==> src/rtl/tps_pkg.sv <==
package tps_pkg;

  typedef enum logic [2:0] {
    PH_FREE = 3'd0,
    PH_SELD = 3'd1,
    PH_CMD  = 3'd2,
    PH_DIN  = 3'd3,
    PH_DOUT = 3'd4,
    PH_STAT = 3'd5,
    PH_MSG  = 3'd6
  } phase_e;

  localparam logic [7:0] STATUS_CHECK = 8'h02;

  // command length from the group field; zero marks an unsupported group
  function automatic logic [3:0] cdb_len(input logic [2:0] grp);
    case (grp)
      3'd0:       return 4'd6;
      3'd1, 3'd2: return 4'd10;
      3'd5:       return 4'd12;
      default:    return 4'd0;
    endcase
  endfunction

  // {msg, cd, io}
  function automatic logic [2:0] phase_lines(input phase_e ph);
    case (ph)
      PH_CMD:  return 3'b010;
      PH_DIN:  return 3'b001;
      PH_STAT: return 3'b011;
      PH_MSG:  return 3'b111;
      default: return 3'b000;
    endcase
  endfunction

  function automatic logic target_sends(input phase_e ph);
    return (ph == PH_DIN) || (ph == PH_STAT) || (ph == PH_MSG);
  endfunction

  function automatic logic moves_bytes(input phase_e ph);
    return (ph == PH_CMD) || (ph == PH_DIN) || (ph == PH_DOUT) ||
           (ph == PH_STAT) || (ph == PH_MSG);
  endfunction

endpackage

==> src/rtl/tps_sel_qual.sv <==
module tps_sel_qual #(
  parameter int DB_W       = 8,
  parameter int MY_ID      = 3,
  parameter int SETTLE_CYC = 4
) (
  input  logic            clk,
  input  logic            rst_n,
  input  logic            sel_i,
  input  logic            bsy_i,
  input  logic            bus_io_i,
  input  logic [DB_W-1:0] db_i,
  output logic            sel_ok_o
);

  logic cond;
  assign cond = sel_i & db_i[MY_ID] & ~bsy_i & ~bus_io_i;

  generate
    if (SETTLE_CYC == 0) begin : g_direct
      assign sel_ok_o = cond;
    end else begin : g_count
      localparam int CNT_W = $clog2(SETTLE_CYC + 1);
      localparam logic [CNT_W-1:0] CNT_TOP = CNT_W'(SETTLE_CYC);
      logic [CNT_W-1:0] cnt_q;

      always_ff @(posedge clk) begin
        if (!rst_n)            cnt_q <= '0;
        else if (!cond)        cnt_q <= '0;
        else if (cnt_q != CNT_TOP) cnt_q <= cnt_q + 1'b1;
      end

      assign sel_ok_o = cond && (cnt_q == CNT_TOP);

      // qualification only after a qualifying edge
      assert_qual_follows_cond_R1: assert property (@(posedge clk) disable iff (!rst_n)
        sel_ok_o |-> $past(cond));
    end
  endgenerate

endmodule

==> src/rtl/tps_handshake.sv <==
module tps_handshake #(
  parameter int DB_W      = 8,
  parameter int SETUP_CYC = 1
) (
  input  logic            clk,
  input  logic            rst_n,
  input  logic            start_i,
  input  logic            out_i,
  input  logic [DB_W-1:0] byte_i,
  input  logic            ack_i,
  input  logic [DB_W-1:0] db_i,
  output logic            req_o,
  output logic [DB_W-1:0] db_o,
  output logic            db_oe_o,
  output logic [DB_W-1:0] byte_o,
  output logic            done_o,
  output logic            idle_o
);

  typedef enum logic [1:0] {HS_IDLE, HS_SETUP, HS_REQ, HS_REL} hs_e;

  localparam int SW = (SETUP_CYC > 0) ? $clog2(SETUP_CYC + 1) : 1;
  localparam logic [SW-1:0] SETUP_TOP = SW'(SETUP_CYC);

  hs_e             st_q;
  logic            out_q;
  logic [DB_W-1:0] byte_q;
  logic [SW-1:0]   scnt_q;

  always_ff @(posedge clk) begin
    if (!rst_n) begin
      st_q   <= HS_IDLE;
      out_q  <= 1'b0;
      byte_q <= '0;
      scnt_q <= '0;
    end else begin
      case (st_q)
        HS_IDLE: if (start_i) begin
          out_q  <= out_i;
          byte_q <= byte_i;
          scnt_q <= SW'(1);
          st_q   <= (out_i && SETUP_CYC > 0) ? HS_SETUP : HS_REQ;
        end
        HS_SETUP: begin
          if (scnt_q == SETUP_TOP) st_q <= HS_REQ;
          else                     scnt_q <= scnt_q + 1'b1;
        end
        HS_REQ: if (ack_i) begin
          if (!out_q) byte_q <= db_i;
          st_q <= HS_REL;
        end
        HS_REL: if (!ack_i) st_q <= HS_IDLE;
        default: st_q <= HS_IDLE;
      endcase
    end
  end

  assign req_o   = (st_q == HS_REQ);
  assign done_o  = (st_q == HS_REL) && !ack_i;
  assign idle_o  = (st_q == HS_IDLE);
  assign db_oe_o = out_q && (st_q != HS_IDLE);
  assign db_o    = byte_q;
  assign byte_o  = byte_q;

  // a request is withdrawn only after the acknowledge arrives
  assert_req_held_R10: assert property (@(posedge clk) disable iff (!rst_n)
    (req_o && !ack_i) |=> req_o);

  // no fresh request while the previous acknowledge is still up
  assert_no_req_in_ack_R10: assert property (@(posedge clk) disable iff (!rst_n)
    (!req_o && ack_i) |=> !req_o);

  generate
    if (SETUP_CYC > 0) begin : g_setup_chk
      assert_data_before_req_R10: assert property (@(posedge clk) disable iff (!rst_n)
        ($rose(req_o) && db_oe_o) |-> $past(db_oe_o));
    end
  endgenerate

endmodule

==> src/rtl/tgt_phase_seq.sv <==
module tgt_phase_seq
  import tps_pkg::*;
#(
  parameter int DB_W       = 8,
  parameter int MY_ID      = 3,
  parameter int SETTLE_CYC = 4,
  parameter int SETUP_CYC  = 1,
  parameter int LEN_W      = 16
) (
  input  logic             clk,
  input  logic             rst_n,
  input  logic             sel_i,
  input  logic             bsy_i,
  input  logic             bus_io_i,
  input  logic             ack_i,
  input  logic [DB_W-1:0]  db_i,
  output logic             bsy_o,
  output logic             cd_o,
  output logic             io_o,
  output logic             msg_o,
  output logic             req_o,
  output logic [DB_W-1:0]  db_o,
  output logic             db_oe_o,
  output logic [7:0]       cmd_byte_o,
  output logic             cmd_stb_o,
  input  logic [LEN_W-1:0] job_len_i,
  input  logic             job_din_i,
  input  logic [7:0]       job_status_i,
  input  logic [7:0]       msg_byte_i,
  output logic [LEN_W-1:0] xfer_idx_o,
  input  logic [7:0]       data_tx_i,
  output logic [7:0]       data_rx_o,
  output logic             data_rx_stb_o
);

  phase_e           ph_q;
  logic [LEN_W-1:0] idx_q, idx_nxt;
  logic [3:0]       cmd_len_q, grp_len;
  logic [LEN_W-1:0] len_q;
  logic             din_q;
  logic [7:0]       stat_q, msg_q;

  logic             sel_ok;
  logic             hs_start, hs_out, hs_done, hs_idle;
  logic [DB_W-1:0]  hs_tx, hs_rx;

  tps_sel_qual #(.DB_W(DB_W), .MY_ID(MY_ID), .SETTLE_CYC(SETTLE_CYC)) u_qual (
    .clk(clk), .rst_n(rst_n), .sel_i(sel_i), .bsy_i(bsy_i),
    .bus_io_i(bus_io_i), .db_i(db_i), .sel_ok_o(sel_ok)
  );

  assign hs_start = moves_bytes(ph_q) && hs_idle;
  assign hs_out   = target_sends(ph_q);

  always_comb begin
    case (ph_q)
      PH_DIN:  hs_tx = DB_W'(data_tx_i);
      PH_STAT: hs_tx = DB_W'(stat_q);
      PH_MSG:  hs_tx = DB_W'(msg_q);
      default: hs_tx = '0;
    endcase
  end

  tps_handshake #(.DB_W(DB_W), .SETUP_CYC(SETUP_CYC)) u_hs (
    .clk(clk), .rst_n(rst_n), .start_i(hs_start), .out_i(hs_out),
    .byte_i(hs_tx), .ack_i(ack_i), .db_i(db_i), .req_o(req_o),
    .db_o(db_o), .db_oe_o(db_oe_o), .byte_o(hs_rx), .done_o(hs_done),
    .idle_o(hs_idle)
  );

  assign idx_nxt = idx_q + 1'b1;
  assign grp_len = cdb_len(hs_rx[7:5]);

  always_ff @(posedge clk) begin
    if (!rst_n) begin
      ph_q      <= PH_FREE;
      idx_q     <= '0;
      cmd_len_q <= '0;
      len_q     <= '0;
      din_q     <= 1'b0;
      stat_q    <= '0;
      msg_q     <= '0;
    end else begin
      case (ph_q)
        PH_FREE: if (sel_ok) ph_q <= PH_SELD;
        PH_SELD: if (!sel_i) begin
          ph_q  <= PH_CMD;
          idx_q <= '0;
        end
        PH_CMD: if (hs_done) begin
          if (idx_q == '0 && grp_len == 4'd0) begin
            stat_q <= STATUS_CHECK;
            msg_q  <= msg_byte_i;
            idx_q  <= '0;
            ph_q   <= PH_STAT;
          end else if (idx_q == '0) begin
            cmd_len_q <= grp_len;
            idx_q     <= idx_nxt;
          end else if (idx_nxt == LEN_W'(cmd_len_q)) begin
            len_q  <= job_len_i;
            din_q  <= job_din_i;
            stat_q <= job_status_i;
            msg_q  <= msg_byte_i;
            idx_q  <= '0;
            if (job_len_i == '0) ph_q <= PH_STAT;
            else if (job_din_i)  ph_q <= PH_DIN;
            else                 ph_q <= PH_DOUT;
          end else begin
            idx_q <= idx_nxt;
          end
        end
        PH_DIN, PH_DOUT: if (hs_done) begin
          if (idx_nxt == len_q) begin
            idx_q <= '0;
            ph_q  <= PH_STAT;
          end else begin
            idx_q <= idx_nxt;
          end
        end
        PH_STAT: if (hs_done) ph_q <= PH_MSG;
        PH_MSG:  if (hs_done) ph_q <= PH_FREE;
        default: ph_q <= PH_FREE;
      endcase
    end
  end

  assign bsy_o                = (ph_q != PH_FREE);
  assign {msg_o, cd_o, io_o}  = phase_lines(ph_q);
  assign xfer_idx_o           = idx_q;
  assign cmd_byte_o           = hs_rx[7:0];
  assign cmd_stb_o            = hs_done && (ph_q == PH_CMD);
  assign data_rx_o            = hs_rx[7:0];
  assign data_rx_stb_o        = hs_done && (ph_q == PH_DOUT);

  // busy rises only on a completed qualification
  assert_bsy_on_qual_R1: assert property (@(posedge clk) disable iff (!rst_n)
    $rose(bsy_o) |-> $past(sel_ok));

  assert_req_needs_bsy_R11: assert property (@(posedge clk) disable iff (!rst_n)
    req_o |-> bsy_o);

  assert_drive_needs_io_R11: assert property (@(posedge clk) disable iff (!rst_n)
    db_oe_o |-> io_o);

  assert_lines_steady_R12: assert property (@(posedge clk) disable iff (!rst_n)
    req_o |-> $stable({msg_o, cd_o, io_o}));

  // a single status byte hands over to the message phase
  assert_one_status_R8: assert property (@(posedge clk) disable iff (!rst_n)
    (ph_q == PH_STAT && hs_done) |=> msg_o);

  assert_release_after_msg_R9: assert property (@(posedge clk) disable iff (!rst_n)
    $fell(bsy_o) |-> $past(msg_o));

  assert_cmd_in_cmd_phase_R3: assert property (@(posedge clk) disable iff (!rst_n)
    cmd_stb_o |-> (cd_o && !io_o && !msg_o));

endmodule

==> config.mk <==
export PLATFORM = sky130hd
export DESIGN_NAME = tgt_phase_seq
export DESIGN_NICKNAME = d
export VERILOG_FILES = /design/src/rtl/tps_pkg.sv /design/src/rtl/tps_sel_qual.sv /design/src/rtl/tps_handshake.sv /design/src/rtl/tgt_phase_seq.sv
export SDC_FILE = /design/constraint.sdc
export NUM_CORES = 1
export LEC_CHECK = 0
export ABC_CLOCK_PERIOD_IN_PS = 5000
export BUFFER_PORTS_ARGS = -buffer_cell sky130_fd_sc_hd__buf_2
export CAP_MARGIN = 20
export CORE_AREA = 5 5 92 94
export DETAILED_ROUTE_END_ITERATION = 16
export DIE_AREA = 0 0 97 99
export PLACE_DENSITY = 0.95
export SLEW_MARGIN = 10
export SYNTH_ARGS = -nofsm -noshare
export SYNTH_HDL_FRONTEND = slang
export SYNTH_SLANG_ARGS = --single-unit
==> constraint.sdc <==
create_clock -name clk -period 5 [get_ports clk]
set_input_delay 0.25 -clock clk [delete_from_list [all_inputs] [get_ports clk]]
set_output_delay 0.25 -clock clk [all_outputs]
set_load 0.02 [all_outputs]
Yosys cells after proc, flatten, opt, wreduce, memory -nomap -nowiden. Cells that the tools add are included. Widths: inputs -> output; s select.

Output and inout bits: 48. Flip-flop bits (word level): 70. Bits of input ports: 55.

Muxes and demuxes: 43. Equal/unequal tests: 31. Add/sub/neg operators: 3. Reductions and logical operators: 38. Bitwise operators: 7.

Operators with widths (count): $mux 16 (7); $mux 8 (9); $pmux 16 s3 (1); $mux 3 (12); $logic_not 16->1 (2); $pmux 8 s3 (1); $ne 2x2->1 const B (11); $reduce_and 4->1 (5); $pmux 3 s6 (1); $add 16x1->16 const B (1); $eq 16x16->1 (1); $eq 16x4->1 (1); $pmux 8 s2 (1); $eq 3x3->1 const B (5); $pmux 3 s4 (1); $pmux 4 s3 (1); $mux 2 (5); $eq 3x2->1 const B (3); $reduce_and 9->1 (1); $pmux 2 s4 (1); $reduce_bool 2->1 (4); $logic_and 1x1->1 (7); $eq 3x1->1 const B (2); $logic_not 3->1 (2); 20 further kinds (37).

Logic depth before layout (Yosys ltp). Gate-level depths: netlist (run 1).

Depth after elaboration: 8. Mapped depth: 13. Depth with buffers taken out: 9.

Cells and area by module. A second synthesis (run 1) with hierarchy kept.

Cell total of the unflattened synthesis: 579. Area, all modules: 4830.9 um^2.

Modules (own cells, without submodules): tgt_phase_seq (seq. area each 1081.0 um^2, area each 3824.9 um^2, instances 1, cells each 471); tps_handshake (seq. area each 240.2 um^2, area each 807.0 um^2, instances 1, cells each 88); tps_sel_qual (seq. area each 60.1 um^2, area each 198.9 um^2, instances 1, cells each 20).

Least setup slack after synthesis (run 1). OpenSTA, ideal clock, no wires.

Path type: flip-flop to flip-flop. Start: reg idx_q[1], in the netlist xfer_idx_o[1]. End: reg ph_q[1]. Setup time: 0.122 ns. Data required time: 4.878 ns. Data arrival time: 2.845 ns. Path slack: 2.033 ns. Cell stages (with the launch flop): 12. Path through: dfxtp_1 -> ha_1 -> buf_2 -> nand4_1 -> nor3_1 -> nand3_1 -> a2111oi_2 -> nand4_1 -> buf_4 -> and3_4 -> or3_4 -> mux2i_1.

Word-level cells in the longest chain between the ends: 5. Elaborated cells on any way between the ends: 12. Those cells by class: 1 x add/sub; 5 x eq/ne; 3 x mux; 3 x reduce/logical.

RTL lines: start, declared (line tgt_phase_seq.sv:37) `logic [LEN_W-1:0] idx_q, idx_nxt;`; start signal, assigned (line tgt_phase_seq.sv:98) `idx_q <= idx_nxt;`; start signal, assigned (line tgt_phase_seq.sv:109) `idx_q <= idx_nxt;`; start signal, assigned (line tgt_phase_seq.sv:117) `idx_q <= idx_nxt;`; parallel branches: the longest is 5 deep, another holds $add 16x1->16; end signal, assigned (line tgt_phase_seq.sv:85) `PH_FREE: if (sel_ok) ph_q <= PH_SELD;`; end signal, assigned (line tgt_phase_seq.sv:87) `ph_q <= PH_CMD;`; end signal, assigned (line tgt_phase_seq.sv:95) `ph_q <= PH_STAT;`; end, declared (line tgt_phase_seq.sv:36) `phase_e ph_q;`.

Several ways; the timed one is not identified. The select of a mux whose other input is x is not followed. A chain may end at the register's enable or synchronous reset.

Worst setup path in the final report (run 1).
Start: reg idx_q[0], in the netlist xfer_idx_o[0]. End: reg len_q[13].

Word-level cells in the longest chain between the ends: 4. Elaborated cells on any way between the ends: 7. Those cells by class: 1 x add/sub; 1 x eq/ne; 2 x bitwise; 3 x reduce/logical.

RTL lines: parallel branches: the longest is 3 deep, another holds $add 16x1->16; $reduce_and 5->1 (no line) (*); end signal, assigned (line tgt_phase_seq.sv:100) `len_q <= job_len_i;`; end, declared (line tgt_phase_seq.sv:39) `logic [LEN_W-1:0] len_q;`.

Every way passes the cells marked *.

==> results of run 1 <==
[routing by layer]
layer,global-route usage [%],vias to the layer above,share of wire [%]
met4,11.6,0,3.1
met5,0,-,0
met2,42.4,199,49
met1,29.7,1971,41
met3,5.24,27,7.5
li1,-,2003,-
[sequential cells by signal (all words and copies together), names as in the netlist]
signal,count
cmd_len_q,3
u_qual.g_count.cnt_q,3
u_hs.byte_o,8
u_hs.out_q,1
xfer_idx_o,16
stat_q,8
u_hs.st_q,2
ph_q,3
msg_q,8
u_hs.scnt_q,1
len_q,16
[power breakdown]
part | internal [mW] | leakage (nW) | switching (mW)
registers | 0.553 | 0.556 | 0.00436
clock network | 0.309 | 0.110 | 0.220
logic | 0.0491 | 1.21 | 0.0757
[kinds of logic (layout without fill, tap and decap cells)]
kind of cell             after synthesis  after routing  share of synthesized area, %
AO/OA/AOI/OAI                        133            133                          21.4
flip-flops                            69             69                          31.9
XOR/XNOR                              41             41                          8.92
AND/OR/NAND/NOR                      207            207                          23.8
adder cells (fa/ha/maj)                8              8                          2.31
buffers and inverters                 74            141                          8.92
multiplexers                          12             12                          2.80
[worst max-delay path by stage]
stage / startpoint / to / slack, ps / cells after the start
CTS: xfer_idx_o[0] / len_q[2] / 1530 / 11
detailed placement: xfer_idx_o[0] / len_q[2] / 1580 / 11
global route: xfer_idx_o[0] / len_q[8] / 1120 / 11
finish: xfer_idx_o[0] / len_q[13] / 1450 / 11
global placement: xfer_idx_o[0] / len_q[6] / 1680 / 11
floorplan: xfer_idx_o[1] / ph_q[1] / 2030 / 11
[through the flow]
| stage | area, sq um | total power, mW | hold slack [ps] |
|---|---|---|---|
| detailed placement | 4680 | 0.692 | 463 |
| floorplan | 4340 | 0.649 | 395 |
| finish | 4910 | 1.21 | 146 |
| global route | 4910 | 1.25 | 136 |
| CTS | 4910 | 1.21 | 137 |
| global placement | 4680 | 0.688 | 454 |
[layout make-up]
class                           instances  area share, %
Timing Repair Buffer                  105           10.9
Clock inverter                          3           1.38
Inverter                               20           1.53
Tap cell                              102           2.60
Multi-Input combinational cell        401           52.3
Clock buffer                           13           3.24
Sequential cell                        69           28.1
[cell usage after synthesis (2+ instances only)]
library cell,instances
nand2_1,71
dfxtp_1,69
nor2_1,38
o21ai_0,36
a21boi_0,27
xnor2_1,25
buf_4,22
clkbuf_1,21
nor2b_1,21
inv_1,20
nand3_1,19
a22oi_1,16
xor2_1,14
a21oi_1,12
nor3_1,12
mux2i_1,11
a22o_1,9
buf_2,9
nand4_1,9
ha_1,8
nor4_1,8
o211ai_1,5
and2_1,4
nand2b_1,4
or3_1,4
a21o_1,3
a31oi_1,3
a221oi_1,2
buf_6,2
o21ai_1,2
o221a_2,2
o22ai_1,2
xnor3_1,2
[critical path: cells and delay by family (launching register included)]
kind,cells,cell delay [ps]
compound gates,2,630
xor+xnor,1,130
fa+ha+maj,1,390
buf+inv,2,530
flops,1,510
simple gates,5,1280
==> results.toml, run 1 <==
[setup_path]
start_kind = "flop"
slowest_stage = "dfxtp_1"
max_stage_delay_ps = 510
arrival_ps = 3820
endpoint_kind = "flop"
rr_startpoint = "xfer_idx_o[0]"
regToRegSetupSlack_ps = 1450
critical_path_class = "flop to flop"
r2r_end = "len_q[13]"
rr_worst_depth = 11
worstPathRequired_ps = 5260
critPathMaxFanout = 20
cp_cell_sequence = "ha_1 -> nand4_1 -> nor3_1 -> xor2_1 -> a2111oi_1 -> nand4_1 -> buf_4 -> nor2_2 -> buf_4 -> nand2_1 -> a21boi_0"

[clocking]
cts-root-buf = "clkbuf_8"
clockBufferDepth = 2
clk_pin_slew_ps = 80
cts.sinks = 69
cts_resized = 0
post_cts_buffers = 0
clk_latency_ps = 350
cts_tree = "yes"
hold_buffers = 0
htree_levels = 3
cts-buffers-inserted = 9

[floorplan]
io_pins = 103
start_util_pct = 57.3
die_x_um = 97
core_sq_mm = 0.00757
die_y_um = 99
rows = 32
dieArea_sq_mm = 0.00960

[synthesis]
synth_cells = 544
synth_top_area_share_pct = 31.9
yosys-top-cells-area = "dfxtp_1 32%, nand2_1 6.1%, xnor2_1 5.1%"
synth_warnings = 0
ys_ff_latch = 69
synth_nets = 607
synth.cell_area_sq_mm = 0.00434
async_flop_share_pct = 0
synthDistinctLibCells = 65
synth_edf_count = 0
postSynthAreaPerCell_sq_um = 7.97
synth_ff_type = "dfxtp_1"
seq_area_frac_synth_pct = 31.9
yosysTopAreaCell = "dfxtp_1"

[hold_path]
hold_start = "msg_byte_i[4]"
worstHoldPathType = "primary input to flop"
min_to = "msg_q[4]"
whs_path_depth = 3

[drt]
post_drt_wl_per_cell_um = 16.7
drtAntennaViolNets = 0
vias = 4200
drc = 0
first_pass_iters = 5
drt_iter0_markers = 306
routed_wl_mm = 11.9
via_per_inst = 5.89

[final_layout]
final_cells = 713
multi_input_area_sq_mm = 0.00257
drive_gt1_share_pct = 21.8
ff_latch_area_sq_mm = 0.00138
fillers = 651
layout_common_cells = "102 x buf_2, 71 x nand2_1, 69 x dfxtp_1"
layout_commonest_cell = "buf_2"
n_antenna_cell = 0
post-route-util_pct = 64.9
areaGrowthSynthToFinish_pct = 13.3
nets = 669

[timing]
fin_skew_ps = 6.60
fin_ws_ps = 1450
period_share_pct = 71.1
slew_headroom_pct = 27.3
slew_viol_final = 0
worst-slew-pin-transition_ps = 1090
fmax_mhz = 281
tns_ps = 0
finalSetupViolations = 0
rsz0062_at_grt = "no"
fin_crit_ps = 3550
hold_viol_final = 0

[place]
portBuffers = 102
place.gp.congestion = 0.925
dp_hpwl_mm = 8.60
place_ws_ps = 1580
placed_cells_incl_taps = 697

[job]
cap_violations = 0

[power_and_ir_drop]
peakVddDrop_mv = 0.153
leakagePower_nw = 1.88
cellPowerDensity_mw_per_mm2 = 247

[grt]
grt_overflow = 0
grt_first_pass_wirelength_mm = 19.6
grt_pass1_vias = 4046
antenna_found_initial = 0
grt_max_degree = 62
grtUsageTotal_pct = 24.7

[run_status]
status = "completed"
No activity file was read; power rests on OpenSTA's default activity.
==> run 2, diff against run 1 <==
--- a/config.mk
+++ b/config.mk
@@ -5,13 +5,13 @@
 export SDC_FILE = /design/constraint.sdc
 export NUM_CORES = 1
 export LEC_CHECK = 0
-export ABC_CLOCK_PERIOD_IN_PS = 5000
+export ABC_CLOCK_PERIOD_IN_PS = 3640
 export BUFFER_PORTS_ARGS = -buffer_cell sky130_fd_sc_hd__buf_2
 export CAP_MARGIN = 20
-export CORE_AREA = 5 5 92 94
+export CORE_AREA = 5 5 96 98
 export DETAILED_ROUTE_END_ITERATION = 16
-export DIE_AREA = 0 0 97 99
-export PLACE_DENSITY = 0.95
+export DIE_AREA = 0 0 101 103
+export PLACE_DENSITY = 0.91
 export SLEW_MARGIN = 10
 export SYNTH_ARGS = -nofsm -noshare
 export SYNTH_HDL_FRONTEND = slang
==> constraint.sdc (replaced) <==
create_clock -name clk -period 3.64 [get_ports clk]
set_input_delay 0.182 -clock clk [delete_from_list [all_inputs] [get_ports clk]]
set_output_delay 0.182 -clock clk [all_outputs]
set_load 0.02 [all_outputs]
==> results.toml, run 2 (synthesis gave the netlist of run 1 again) <==
[timing]
finalSetupViolations = 0
fmax_mhz = 300
slew_headroom_pct = 37.7
tns_ps = 0
rsz0062_at_grt = "no"
worst-slew-pin-transition_ps = 934
hold_viol_final = 0
period_share_pct = 91.7
slew_viol_final = 0
fin_skew_ps = 14.3
fin_crit_ps = 3340

[setup_path]
endpoint_kind = "flop"
arrival_ps = 3580
critical_path_class = "flop to flop"
start_kind = "flop"
critPathMaxFanout = 9
worstPathRequired_ps = 3880
critPathLaunch = "xfer_idx_o[0]"
rr_startpoint = "xfer_idx_o[0]"

[clocking]
clk_pin_slew_ps = 80
cts_tree = "yes"
cts.sinks = 69
cts-buffers-inserted = 9
cts-root-buf = "clkbuf_8"
clockBufferDepth = 2
hold_buffers = 0
clk_latency_ps = 360
htree_levels = 3

[drt]
routed_wl_mm = 11.8
post_drt_wl_per_cell_um = 16.4
first_pass_iters = 5
drc = 0
drt_iter0_markers = 240
drtAntennaViolNets = 0
via_per_inst = 5.76
vias = 4170

[grt]
grt_overflow = 0
grt_first_pass_wirelength_mm = 18.8
grt_max_degree = 62
grtUsageTotal_pct = 22.8
antenna_found_initial = 0
grt_pass1_vias = 4018

[power_and_ir_drop]
cellPowerDensity_mw_per_mm2 = 324
peakVddDrop_mv = 0.224
power.total_mw = 1.61
leakagePower_nw = 1.91

[final_layout]
post-route-util_pct = 59.1
fin_area_sq_mm = 0.00495
layout_common_cells = "102 x buf_2, 71 x nand2_1, 69 x dfxtp_1"
fillers = 735
areaGrowthSynthToFinish_pct = 14.3
nets = 674
drive_gt1_share_pct = 22.7
n_antenna_cell = 0
layout_commonest_cell = "buf_2"

[run_status]
status = "completed"

[floorplan]
start_util_pct = 51.7
die_y_um = 103
rows = 34
dieArea_sq_mm = 0.0104
core_sq_mm = 0.00838
die_x_um = 101
io_pins = 103

[place]
dp_hpwl_mm = 9.10
place.gp.congestion = 0.982
place_area_sq_mm = 0.00472
portBuffers = 102

[job]
cap_violations = 0

[hold_path]
worstHoldPathType = "primary input to flop"
hold_start = "msg_byte_i[4]"
[run 2: cell type report]
type	count	area (sq um)	area share (%)
tap	108	135	2.73
clock buffer	11	141	2.85
multi-input combinational	401	2570	51.9
inverter	20	75.1	1.52
timing repair buffer	110	583	11.8
clock inverter	5	65.1	1.31
sequential	69	1380	27.9
[run 2: final timing paths]
check	endpoint	slack, ps	cells past startpoint
setup / recovery	ph_q[1]	300	9
hold / removal	msg_q[4]	70	3
setup reg to reg	ph_q[1]	300	9
hold reg to reg	msg_q[4]	480	2
[run 2: worst max-delay path, cell delays in order, from the launching register on]
cell and delay [ps]:
dfxtp_1 500, ha_1 380, nand4_1 240, nor3_1 390, nand3_1 140, a2111oi_2 420, nand4_1 330, and3_4 330
or3_4 370, mux2i_1 120
[run 2: repair_timing]
item,4_1_cts,5_1_grt
resized for setup,0,1
setup buffers,0,1
setup endpoints to repair,0,13
endpoints found under the hold margin,0,0
[run 2: layer usage]
layer | share of wire [%] | vias up | global-route usage (%) | wire length (um)
li1 | - | 2010 | - | -
met4 | 2.8 | 0 | 9.92 | 327
met1 | 39 | 1949 | 25.5 | 4610
met5 | 0 | - | 0 | 0
met2 | 50 | 177 | 41.1 | 5970
met3 | 7.8 | 34 | 5.75 | 928
[run 2: stage by stage]
step | setup WS, ps | std cells | hold WS [ps]
3_5_place_dp | 228 | 707 | 448
4_1_cts | 203 | 723 | 65.9
2_1_floorplan | 673 | 544 | 327
3_3_place_gp | 406 | 707 | 435
5_1_grt | 88.3 | 724 | 79.7
6_report | 301 | 724 | 68.8
[run 2: where the power goes]
part | internal (mW) | switching [mW]
logic | 0.0705 | 0.106
clock network | 0.344 | 0.318
registers | 0.760 | 0.00634
total | 1.17 | 0.431
==> run 3, diff against run 2 <==
--- a/config.mk
+++ b/config.mk
@@ -12,7 +12,9 @@
 export DETAILED_ROUTE_END_ITERATION = 16
 export DIE_AREA = 0 0 101 103
 export PLACE_DENSITY = 0.91
+export RECOVER_POWER = 50
 export SLEW_MARGIN = 10
 export SYNTH_ARGS = -nofsm -noshare
 export SYNTH_HDL_FRONTEND = slang
 export SYNTH_SLANG_ARGS = --single-unit
+export TNS_END_PERCENT = 20
==> results.toml, run 3 (synthesis gave the netlist of run 1 again) <==
[power_and_ir_drop]
leakagePower_nw = 1.70
power.total_mw = 1.60
cellPowerDensity_mw_per_mm2 = 328
peakVddDrop_mv = 0.209

[floorplan]
core_sq_mm = 0.00838
die_x_um = 101
start_util_pct = 51.7
io_pins = 103
rows = 34
dieArea_sq_mm = 0.0104
die_y_um = 103

[drt]
drt_iter0_markers = 244
drc = 0
first_pass_iters = 5
via_per_inst = 5.73
vias = 4145
routed_wl_mm = 11.8
post_drt_wl_per_cell_um = 16.4
drtAntennaViolNets = 0

[timing]
fin_ws_ps = 314
fmax_mhz = 301
holdWs_ps = 72.5
rsz0062_at_grt = "no"
worst-slew-pin-transition_ps = 2220
period_share_pct = 91.4
tns_ps = 0
finalSetupViolations = 0
slew_headroom_pct = -48.3
hold_viol_final = 0
fin_skew_ps = 12.2
fin_crit_ps = 3330
slew_viol_final = 62

[clocking]
clockBufferDepth = 2
cts.sinks = 69
clk_pin_slew_ps = 80
cts_tree = "yes"
cts-root-buf = "clkbuf_8"
cts-buffers-inserted = 9
htree_levels = 3
clk_latency_ps = 350

[final_layout]
layout_commonest_cell = "nand2_1"
fin_area_sq_mm = 0.00489
areaGrowthSynthToFinish_pct = 12.7
nets = 674
final_cells = 724
n_antenna_cell = 0
post-route-util_pct = 58.3
fillers = 767
drive_gt1_share_pct = 14.9
layout_common_cells = "71 x nand2_1, 69 x dfxtp_1, 57 x buf_2"

[hold_path]
whs_path_depth = 3
worstHoldPathType = "primary input to flop"

[place]
dp_hpwl_mm = 9.10
place_ws_ps = 228
portBuffers = 102
place.gp.congestion = 0.982
place_area_sq_mm = 0.00472
placed_cells_incl_taps = 707

[setup_path]
start_kind = "flop"
rr_worst_depth = 9
critical_path_class = "flop to flop"
worstPathRequired_ps = 3870
endpoint_kind = "flop"
critPathMaxFanout = 9
arrival_ps = 3560

[run_status]
violations = "capacitance limit, slew limit"
status = "finished with violations"

[grt]
antenna_found_initial = 0
grt_overflow = 0
grt_pass1_vias = 4018
grtUsageTotal_pct = 22.8
grt_max_degree = 62
grt_first_pass_wirelength_mm = 18.8

[job]
cap_violations = 1
[run 3: critical path, stage by stage, from the launching register on]
cell and delay, ps:
dfxtp_1 510, ha_1 380, nand4_1 240, nor3_1 380, nand3_1 140, a2111oi_2 410, nand4_1 320, and3_4 330
or3_4 370, mux2i_1 120
[run 3: area by class of cell]
class                   instances  area, sq um  area share [%]
multi-input cells             401         2570            52.7
flip-flops and latches         69         1380            28.3
repair buffers                110          515            10.6
clock buffers                  11          141            2.89
well taps                     108          135            2.77
inverters                      20         75.1            1.54
clock inverters                 5         65.1            1.33
[run 3: repair_timing]
| item | 4_1_cts | 5_1_grt |
|---|---|---|
| resized for setup | 0 | 1 |
| hold buffers | 0 | 0 |
| setup endpoints to repair | 0 | 13 |
| hold endpoints to repair | 0 | 0 |
| setup buffers | 0 | 1 |
[run 3: layer usage]
metal	GRT usage [%]	part of all wire, %	vias up
met4	9.92	3.0	0
met2	41.1	50	187
met5	0	0	-
li1	-	-	2016
met1	25.5	39	1911
met3	5.75	8.0	31
[run 3: final timing paths]
| path | start | end | slack (ps) |
|---|---|---|---|
| max | xfer_idx_o[0] | ph_q[1] | 310 |
| max reg2reg | xfer_idx_o[0] | ph_q[1] | 310 |
| min reg2reg | msg_q[4] | msg_q[4] | 480 |
| min | msg_byte_i[4] | msg_q[4] | 70 |
[run 3: report_power, final]
| group | total (mW) | internal [mW] | leakage (nW) | switching (mW) |
|---|---|---|---|---|
| registers | 0.766 | 0.760 | 0.556 | 0.00644 |
| logic | 0.176 | 0.0696 | 1.04 | 0.107 |
| clock network | 0.659 | 0.344 | 0.105 | 0.315 |
| total | 1.60 | 1.17 | 1.70 | 0.428 |
